==> src/rtl/dbr_pkg.sv <==
package dbr_pkg;

  localparam int LIM_W = 5;

  typedef enum logic [1:0] {
    ST_IDLE = 2'd0,
    ST_REQ  = 2'd1,
    ST_OWN  = 2'd2,
    ST_GAP  = 2'd3
  } dbr_state_e;

  function automatic logic [LIM_W-1:0] burst_limit(input logic [1:0] code);
    burst_limit = LIM_W'(5'd2 << code);
  endfunction

endpackage

==> src/rtl/dbr_rst_sync.sv <==
module dbr_rst_sync #(
  parameter int STAGES = 2
) (
  input  logic clk,
  input  logic rst_n_async,
  output logic rst_n_sync
);

  logic [STAGES-1:0] sync_q;

  always_ff @(posedge clk or negedge rst_n_async) begin
    if (!rst_n_async) begin
      sync_q <= '0;
    end else begin
      sync_q <= {sync_q[STAGES-2:0], 1'b1};
    end
  end

  assign rst_n_sync = sync_q[STAGES-1];

endmodule

==> src/rtl/dbr_mode_reg.sv <==
module dbr_mode_reg #(
  parameter int MODE_W = 8
) (
  input  logic              clk,
  input  logic              rst_n,
  input  logic              wr_en,
  input  logic [MODE_W-1:0] wr_data,
  output logic [MODE_W-1:0] rd_data
);

  logic [MODE_W-1:0] mode_q;
  logic [MODE_W-1:0] mode_d;
  logic              mode_en;

  always_comb begin
    mode_en = wr_en;
    mode_d  = wr_data;
  end

  always_ff @(posedge clk or negedge rst_n) begin
    if (!rst_n) begin
      mode_q <= '0;
    end else if (mode_en) begin
      mode_q <= mode_d;
    end
  end

  assign rd_data = mode_q;


  mode_wr_readback_chk: assert property (@(posedge clk) disable iff (!rst_n)
    wr_en |=> (rd_data == $past(wr_data)));

endmodule

==> src/rtl/dbr_room_chk.sv <==
module dbr_room_chk #(
  parameter int FIFO_CNT_W = 5,
  parameter int LIM_W      = 5
) (
  input  logic                  dir_to_mem,
  input  logic [FIFO_CNT_W-1:0] fifo_free,
  input  logic [FIFO_CNT_W-1:0] fifo_fill,
  input  logic [LIM_W-1:0]      limit,
  input  logic                  cleanup,
  output logic                  want
);

  logic [FIFO_CNT_W-1:0] sel_cnt;
  logic                  room_ok;

  always_comb begin
    sel_cnt = dir_to_mem ? fifo_fill : fifo_free;
    room_ok = (32'(sel_cnt) >= 32'(limit));
    want    = cleanup | room_ok;
  end

endmodule

==> src/rtl/dbr_gap_timer.sv <==
module dbr_gap_timer #(
  parameter int GAP_CYC = 4
) (
  input  logic clk,
  input  logic rst_n,
  input  logic start,
  output logic active,
  output logic last
);

  localparam int GW = (GAP_CYC > 1) ? $clog2(GAP_CYC) : 1;
  localparam logic [GW-1:0] LOAD_VAL = GW'(GAP_CYC - 1);

  logic [GW-1:0] cnt_q, cnt_d;
  logic          act_q, act_d;
  logic          tmr_en;

  always_comb begin
    cnt_d  = cnt_q;
    act_d  = act_q;
    tmr_en = start | act_q;
    if (start) begin
      cnt_d = LOAD_VAL;
      act_d = 1'b1;
    end else if (act_q) begin
      if (cnt_q == '0) begin
        act_d = 1'b0;
      end else begin
        cnt_d = cnt_q - 1'b1;
      end
    end
  end

  always_ff @(posedge clk or negedge rst_n) begin
    if (!rst_n) begin
      cnt_q <= '0;
      act_q <= 1'b0;
    end else if (tmr_en) begin
      cnt_q <= cnt_d;
      act_q <= act_d;
    end
  end

  assign active = act_q;
  assign last   = act_q & (cnt_q == '0);


  gap_load_chk: assert property (@(posedge clk) disable iff (!rst_n)
    start |=> (active && (cnt_q == LOAD_VAL)));

endmodule

==> src/rtl/dma_burst_req_ctrl.sv <==
module dma_burst_req_ctrl #(
  parameter int FIFO_CNT_W = 5,
  parameter int GAP_CYC    = 4,
  parameter int MODE_W     = 8
) (
  input  logic                  clk,
  input  logic                  rst_n,
  input  logic                  mode_wr,
  input  logic [MODE_W-1:0]     mode_wdata,
  output logic [MODE_W-1:0]     mode_rdata,
  input  logic                  dir_to_mem,
  input  logic [FIFO_CNT_W-1:0] fifo_free,
  input  logic [FIFO_CNT_W-1:0] fifo_fill,
  input  logic                  cleanup,
  input  logic                  abort,
  input  logic                  bytes_zero,
  input  logic                  bus_grant,
  input  logic                  xfer_ack,
  output logic                  bus_req_n,
  output logic [4:0]            xfer_cnt
);

  import dbr_pkg::*;

  localparam int BL_HI = 7;
  localparam int BL_LO = 6;

  logic             rst_q;
  logic [MODE_W-1:0] mode_q;
  logic [LIM_W-1:0] lim_new;
  logic             want;
  logic             gap_start, gap_active, gap_last;

  dbr_state_e       st_q, st_d;
  logic [LIM_W-1:0] lim_q, lim_d;
  logic             lim_en;
  logic             cln_q, cln_d;
  logic [LIM_W-1:0] cnt_q, cnt_d, cnt_inc;
  logic             cnt_en;
  logic             stop, launch, at_limit, cln_done;

  dbr_rst_sync #(.STAGES(2)) u_rst_sync (
    .clk         (clk),
    .rst_n_async (rst_n),
    .rst_n_sync  (rst_q)
  );

  dbr_mode_reg #(.MODE_W(MODE_W)) u_mode_reg (
    .clk     (clk),
    .rst_n   (rst_q),
    .wr_en   (mode_wr),
    .wr_data (mode_wdata),
    .rd_data (mode_q)
  );

  assign lim_new = burst_limit(mode_q[BL_HI:BL_LO]);

  dbr_room_chk #(.FIFO_CNT_W(FIFO_CNT_W), .LIM_W(LIM_W)) u_room_chk (
    .dir_to_mem (dir_to_mem),
    .fifo_free  (fifo_free),
    .fifo_fill  (fifo_fill),
    .limit      (lim_new),
    .cleanup    (cleanup),
    .want       (want)
  );

  dbr_gap_timer #(.GAP_CYC(GAP_CYC)) u_gap_timer (
    .clk    (clk),
    .rst_n  (rst_q),
    .start  (gap_start),
    .active (gap_active),
    .last   (gap_last)
  );

  // next-state logic
  always_comb begin
    st_d      = st_q;
    lim_d     = lim_q;
    lim_en    = 1'b0;
    cln_d     = cln_q;
    cnt_d     = cnt_q;
    cnt_en    = 1'b0;
    gap_start = 1'b0;
    stop      = abort | bytes_zero;
    launch    = want & ~abort;
    cnt_inc   = cnt_q + 1'b1;
    at_limit  = xfer_ack & (cnt_inc == lim_q);
    cln_done  = cln_q & ~cleanup;
    unique case (st_q)
      ST_IDLE: begin
        if (launch) begin
          st_d   = ST_REQ;
          lim_d  = lim_new;
          cln_d  = cleanup;
          lim_en = 1'b1;
        end
      end
      ST_REQ: begin
        if (stop) begin
          st_d      = ST_GAP;
          gap_start = 1'b1;
        end else if (bus_grant) begin
          st_d   = ST_OWN;
          cnt_d  = '0;
          cnt_en = 1'b1;
        end
      end
      ST_OWN: begin
        if (xfer_ack) begin
          cnt_d  = cnt_inc;
          cnt_en = 1'b1;
        end
        if (stop | at_limit | cln_done) begin
          st_d      = ST_GAP;
          gap_start = 1'b1;
        end
      end
      ST_GAP: begin
        if (gap_last) begin
          if (launch) begin
            st_d   = ST_REQ;
            lim_d  = lim_new;
            cln_d  = cleanup;
            lim_en = 1'b1;
          end else begin
            st_d = ST_IDLE;
          end
        end
      end
      default: st_d = ST_IDLE;
    endcase
  end

  // registers
  always_ff @(posedge clk or negedge rst_q) begin
    if (!rst_q) begin
      st_q <= ST_IDLE;
    end else begin
      st_q <= st_d;
    end
  end

  always_ff @(posedge clk or negedge rst_q) begin
    if (!rst_q) begin
      lim_q <= '0;
      cln_q <= 1'b0;
    end else if (lim_en) begin
      lim_q <= lim_d;
      cln_q <= cln_d;
    end
  end

  always_ff @(posedge clk or negedge rst_q) begin
    if (!rst_q) begin
      cnt_q <= '0;
    end else if (cnt_en) begin
      cnt_q <= cnt_d;
    end
  end

  assign bus_req_n  = ~((st_q == ST_REQ) | (st_q == ST_OWN));
  assign xfer_cnt   = cnt_q;
  assign mode_rdata = mode_q;

  // checker state: high-run length of the request and whether one was seen
  logic [2:0] hi_run_q;
  logic       seen_q;

  always_ff @(posedge clk or negedge rst_q) begin
    if (!rst_q) begin
      hi_run_q <= '0;
      seen_q   <= 1'b0;
    end else begin
      if (!bus_req_n) begin
        hi_run_q <= '0;
        seen_q   <= 1'b1;
      end else if (hi_run_q != 3'd7) begin
        hi_run_q <= hi_run_q + 1'b1;
      end
    end
  end


  fair_gap_chk: assert property (@(posedge clk) disable iff (!rst_q)
    (seen_q && $fell(bus_req_n)) |-> (32'(hi_run_q) >= GAP_CYC));


  gap_state_chk: assert property (@(posedge clk) disable iff (!rst_q)
    (st_q == ST_GAP) |-> gap_active);


  hold_req_chk: assert property (@(posedge clk) disable iff (!rst_q)
    ((st_q == ST_REQ) && !bus_grant && !stop) |=> !bus_req_n);


  limit_release_chk: assert property (@(posedge clk) disable iff (!rst_q)
    ((st_q == ST_OWN) && xfer_ack && (cnt_inc == lim_q)) |=> bus_req_n);


  cnt_bound_chk: assert property (@(posedge clk) disable iff (!rst_q)
    (st_q == ST_OWN) |-> (cnt_q < lim_q));


  stop_drop_chk: assert property (@(posedge clk) disable iff (!rst_q)
    (!bus_req_n && (abort || bytes_zero)) |=> bus_req_n);


  lim_hold_chk: assert property (@(posedge clk) disable iff (!rst_q)
    ((st_q == ST_OWN) && ($past(st_q) == ST_OWN)) |-> $stable(lim_q));


  abort_block_chk: assert property (@(posedge clk) disable iff (!rst_q)
    (bus_req_n && abort) |=> bus_req_n);

endmodule

==> config.mk <==
export PLATFORM = sky130hd
export DESIGN_NAME = dma_burst_req_ctrl
export DESIGN_NICKNAME = d
export VERILOG_FILES = /design/src/rtl/dbr_pkg.sv /design/src/rtl/dbr_rst_sync.sv /design/src/rtl/dbr_mode_reg.sv /design/src/rtl/dbr_room_chk.sv /design/src/rtl/dbr_gap_timer.sv /design/src/rtl/dma_burst_req_ctrl.sv
export SDC_FILE = /design/constraint.sdc
export NUM_CORES = 1
export LEC_CHECK = 0
export BUFFER_PORTS_ARGS = -buffer_cell sky130_fd_sc_hd__buf_2
export CAP_MARGIN = 20
export CELL_PAD_IN_SITES_DETAIL_PLACEMENT = 1
export CELL_PAD_IN_SITES_GLOBAL_PLACEMENT = 1
export CORE_UTILIZATION = 38
export DETAILED_ROUTE_END_ITERATION = 10
export PLACE_DENSITY = 0.79
export SLEW_MARGIN = 20
export SYNTH_ARGS = -nofsm -noshare
export SYNTH_HDL_FRONTEND = slang
export SYNTH_SLANG_ARGS = --single-unit
==> constraint.sdc <==
create_clock -name clk -period 1.3 [get_ports clk]
set_input_delay 0.195 -clock clk [delete_from_list [all_inputs] [get_ports clk]]
set_output_delay 0.195 -clock clk [all_outputs]
set_load 0.02 [all_outputs]
==> impl_metrics.yaml <==
hold_path:
  holdPathStages: 2
  min_to: "u_mode_reg.rd_data[4]"
  hold_class: "in -> reg"
  worstHoldStart: "mode_wdata[4]"
pwr:
  leakagePower_uw: 0.00107
  vdd.ir_drop.worst_mv: 1.09
  powerDensity_nw_per_um2: 2060
clock_tree:
  cts_buffer_depth: 2
  cts_tree: "done"
  clk_pin_slew_ns: 0.09
  cts.sinks: 25
  h-tree-depth: 1
  cts_made_buffers: 3
  cts_root_buffer: "clkbuf_8"
  worstSkewPairLatency_ns: 0.28
synth:
  ys.flop_type: "dfrtp_1"
  syn_avg_cell_area_um2: 10.9
  synth_commonest_cells: "dfrtp_1 (25), mux2_2 (13), nand2_1 (13)"
  synth_cells: 129
  ys_top_cells_by_area: "dfrtp_1 (45%), mux2_2 (10%), ha_1 (8.9%)"
  yosysMostFrequentCell: "dfrtp_1"
  synth_top_area_share_pct: 44.7
  ys_seq_elements: 25
  async_flop_share_pct: 100
  ys_seq_area_share_pct: 44.7
  syn_area_um2: 1400
  synth_top_cell_by_area: "dfrtp_1"
  synth.distinct_cells: 34
  synth_nets: 166
  synth_edf_count: 0
  yosysWarnings: 0
global_routing:
  antenna_found_initial: 0
  grt_pass1_vias: 1585
  overflow: 0
  grt_max_degree: 16
  grt_pass1_wl_um: 7420
  grtUsageTotal_pct: 25.1
floorplanning:
  initial_core_util_pct: 40.7
  num_rows: 21
  ios: 41
  dieArea_um2: 3930
  die_x_um: 62.7
  core_area_um2: 3440
  fp.dieH_um: 62.7
finish:
  final_area_um2: 2280
  final_nets: 251
  seqCellArea_um2: 631
  area_delta_synth_final_pct: 62.6
  fill_cells: 385
  postLayoutCoreUtil_pct: 66.2
  multi_input_area_um2: 955
  antenna_cells: 0
  drive_gt1_share_pct: 65.7
timing:
  finalCriticalPeriod_ns: 2.06
  finalSetupViolCount: 16
  maxSlewViolCount: 0
  fin_skew_ns: 0.00175
  setup_ws_ns: -0.759
  rsz0062_at_grt: "true"
  hold_violations: 0
  final.setup.tns_ns: -7.37
  fin_crit_sh_pct: 158
  fmax_mhz: 486
  whs_ns: 0.140
outcome:
  violations: "negative setup slack"
  status: "complete, but fails checks"
routing:
  drc: 0
  wl_um: 5160
  final_antenna_net_count: 0
  vias_per_cell: 5.39
  num_vias: 1395
  drt_first_pass_iters: 4
  drtIter0Drc: 54
  wl_per_cell_um: 19.9
place:
  dp_hpwl_um: 3260
  dpl-instance-area_um2: 2000
  gp_congestion: 0.808
  portBuffers: 38
worst_setup_path:
  arrival_ns: 2.23
  setup.worst_path.start_class: "register"
  crit_path_max_fanout: 4
  required_ns: 1.48
  startpoint: "u_mode_reg.rd_data[7]"
  ff2ff_path_depth: 8
  path_class: "reg -> reg"
  end_kind: "register"
  rr_startpoint: "u_mode_reg.rd_data[7]"
  reg2reg_setup_slack_ns: -0.76
  r2r-end: "st_q[0]"
run:
  maxCapViolations: 0
-- placed cells by master, fill, tap and decap left out, types with 2 or more instances in the layout --
cell | synthesis | final
mux2_2 | 13 | 12
o211ai_1 | 2 | 2
inv_2 | 0 | 3
dfrtp_1 | 25 | 21
inv_1 | 10 | 6
dfrtp_2 | 0 | 4
ha_4 | 0 | 6
o21ai_1 | 0 | 3
nor2_1 | 5 | 4
xnor2_1 | 4 | 3
ha_1 | 10 | 4
and4_4 | 0 | 2
a22o_1 | 2 | 2
buf_2 | 0 | 37
nand2_1 | 13 | 8
buf_6 | 0 | 8
nand2b_1 | 4 | 2
o21ai_2 | 0 | 5
buf_4 | 0 | 35
nand2_2 | 0 | 4
a21oi_2 | 1 | 2
nand3_1 | 3 | 3
o2111ai_4 | 0 | 2
o21ai_0 | 12 | 3
clkbuf_8 | 0 | 3
-- final cells by class --
class | instances | share of cell area, %
timing repair buffer | 81 | 24.1
multi-input combinational | 93 | 41.9
sequential | 25 | 27.7
clock buffer | 3 | 1.81
tap | 46 | 2.53
clock inverter | 1 | 0.220
inverter | 10 | 1.76
-- per-layer routing --
metal	vias to the layer above	track usage (%)	wire length, um
li1	622	-	-
met1	695	25.4	1860
met2	55	48.8	2880
met3	23	3.47	178
met4	0	13.4	240
met5	-	0	0
-- registers in the layout (all words and copies together) (netlist names) --
name	flops
cln_q	1
lim_q	4
st_q	2
u_gap_timer.active	1
u_gap_timer.cnt_q	2
u_mode_reg.rd_data	8
u_rst_sync.sync_q	2
xfer_cnt	5
-- worst max-delay path: stages (launching register included) --
cell      delay, ns
dfrtp_2        0.44
or2_4          0.28
ha_4           0.25
o21ai_4        0.12
a31oi_2        0.12
buf_4          0.16
o211ai_1       0.29
a21oi_2        0.09
o22a_1         0.21
-- power breakdown --
group          total (uW)  switching, uW  internal [uW]
Clock                 488            272            216
Combinational        3030           1460           1570
Sequential           1190            198            987
-- kinds of logic (layout without fill, tap and decap cells) --
| group | Yosys count | count (layout) | synth area share (%) |
|---|---|---|---|
| DFF | 25 | 25 | 44.7 |
| and+or+nand+nor | 35 | 35 | 13.2 |
| other | 1 | 1 | 0.268 |
| adders and majority gates | 10 | 10 | 8.94 |
| buffers and inverters | 11 | 95 | 2.95 |
| AOI/OAI and AO/OA | 26 | 26 | 12.3 |
| xor gates and xnor gates | 7 | 7 | 6.43 |
| muxes | 14 | 14 | 11.2 |
-- worst max path at each step --
stage,to,cells after the start
detailed placement,st_q[1],9
global route,st_q[0],8
floorplan,cln_q,6
global placement,st_q[0],9
CTS,st_q[1],8
finish,st_q[0],8
-- per-stage QoR --
step,power (uW),cells,setup WS [ns]
after floorplan,2460,129,-0.707
after detailed placement,3310,245,-0.669
after global placement,3130,245,-0.558
final,4700,259,-0.759
after CTS,4240,256,-0.623
after global routing,4920,259,-0.809
-- repair_timing --
action | in CTS | in global routing
resized for setup | 26 | 17
pin swaps | 19 | 9
hold buffers | 1 | 0
gates cloned | 0 | 0
endpoints found under the hold margin | 2 | 0
endpoints found under the setup margin | 16 | 16
buffers inserted | 7 | 3
Power figures use the tool's default switching activity.
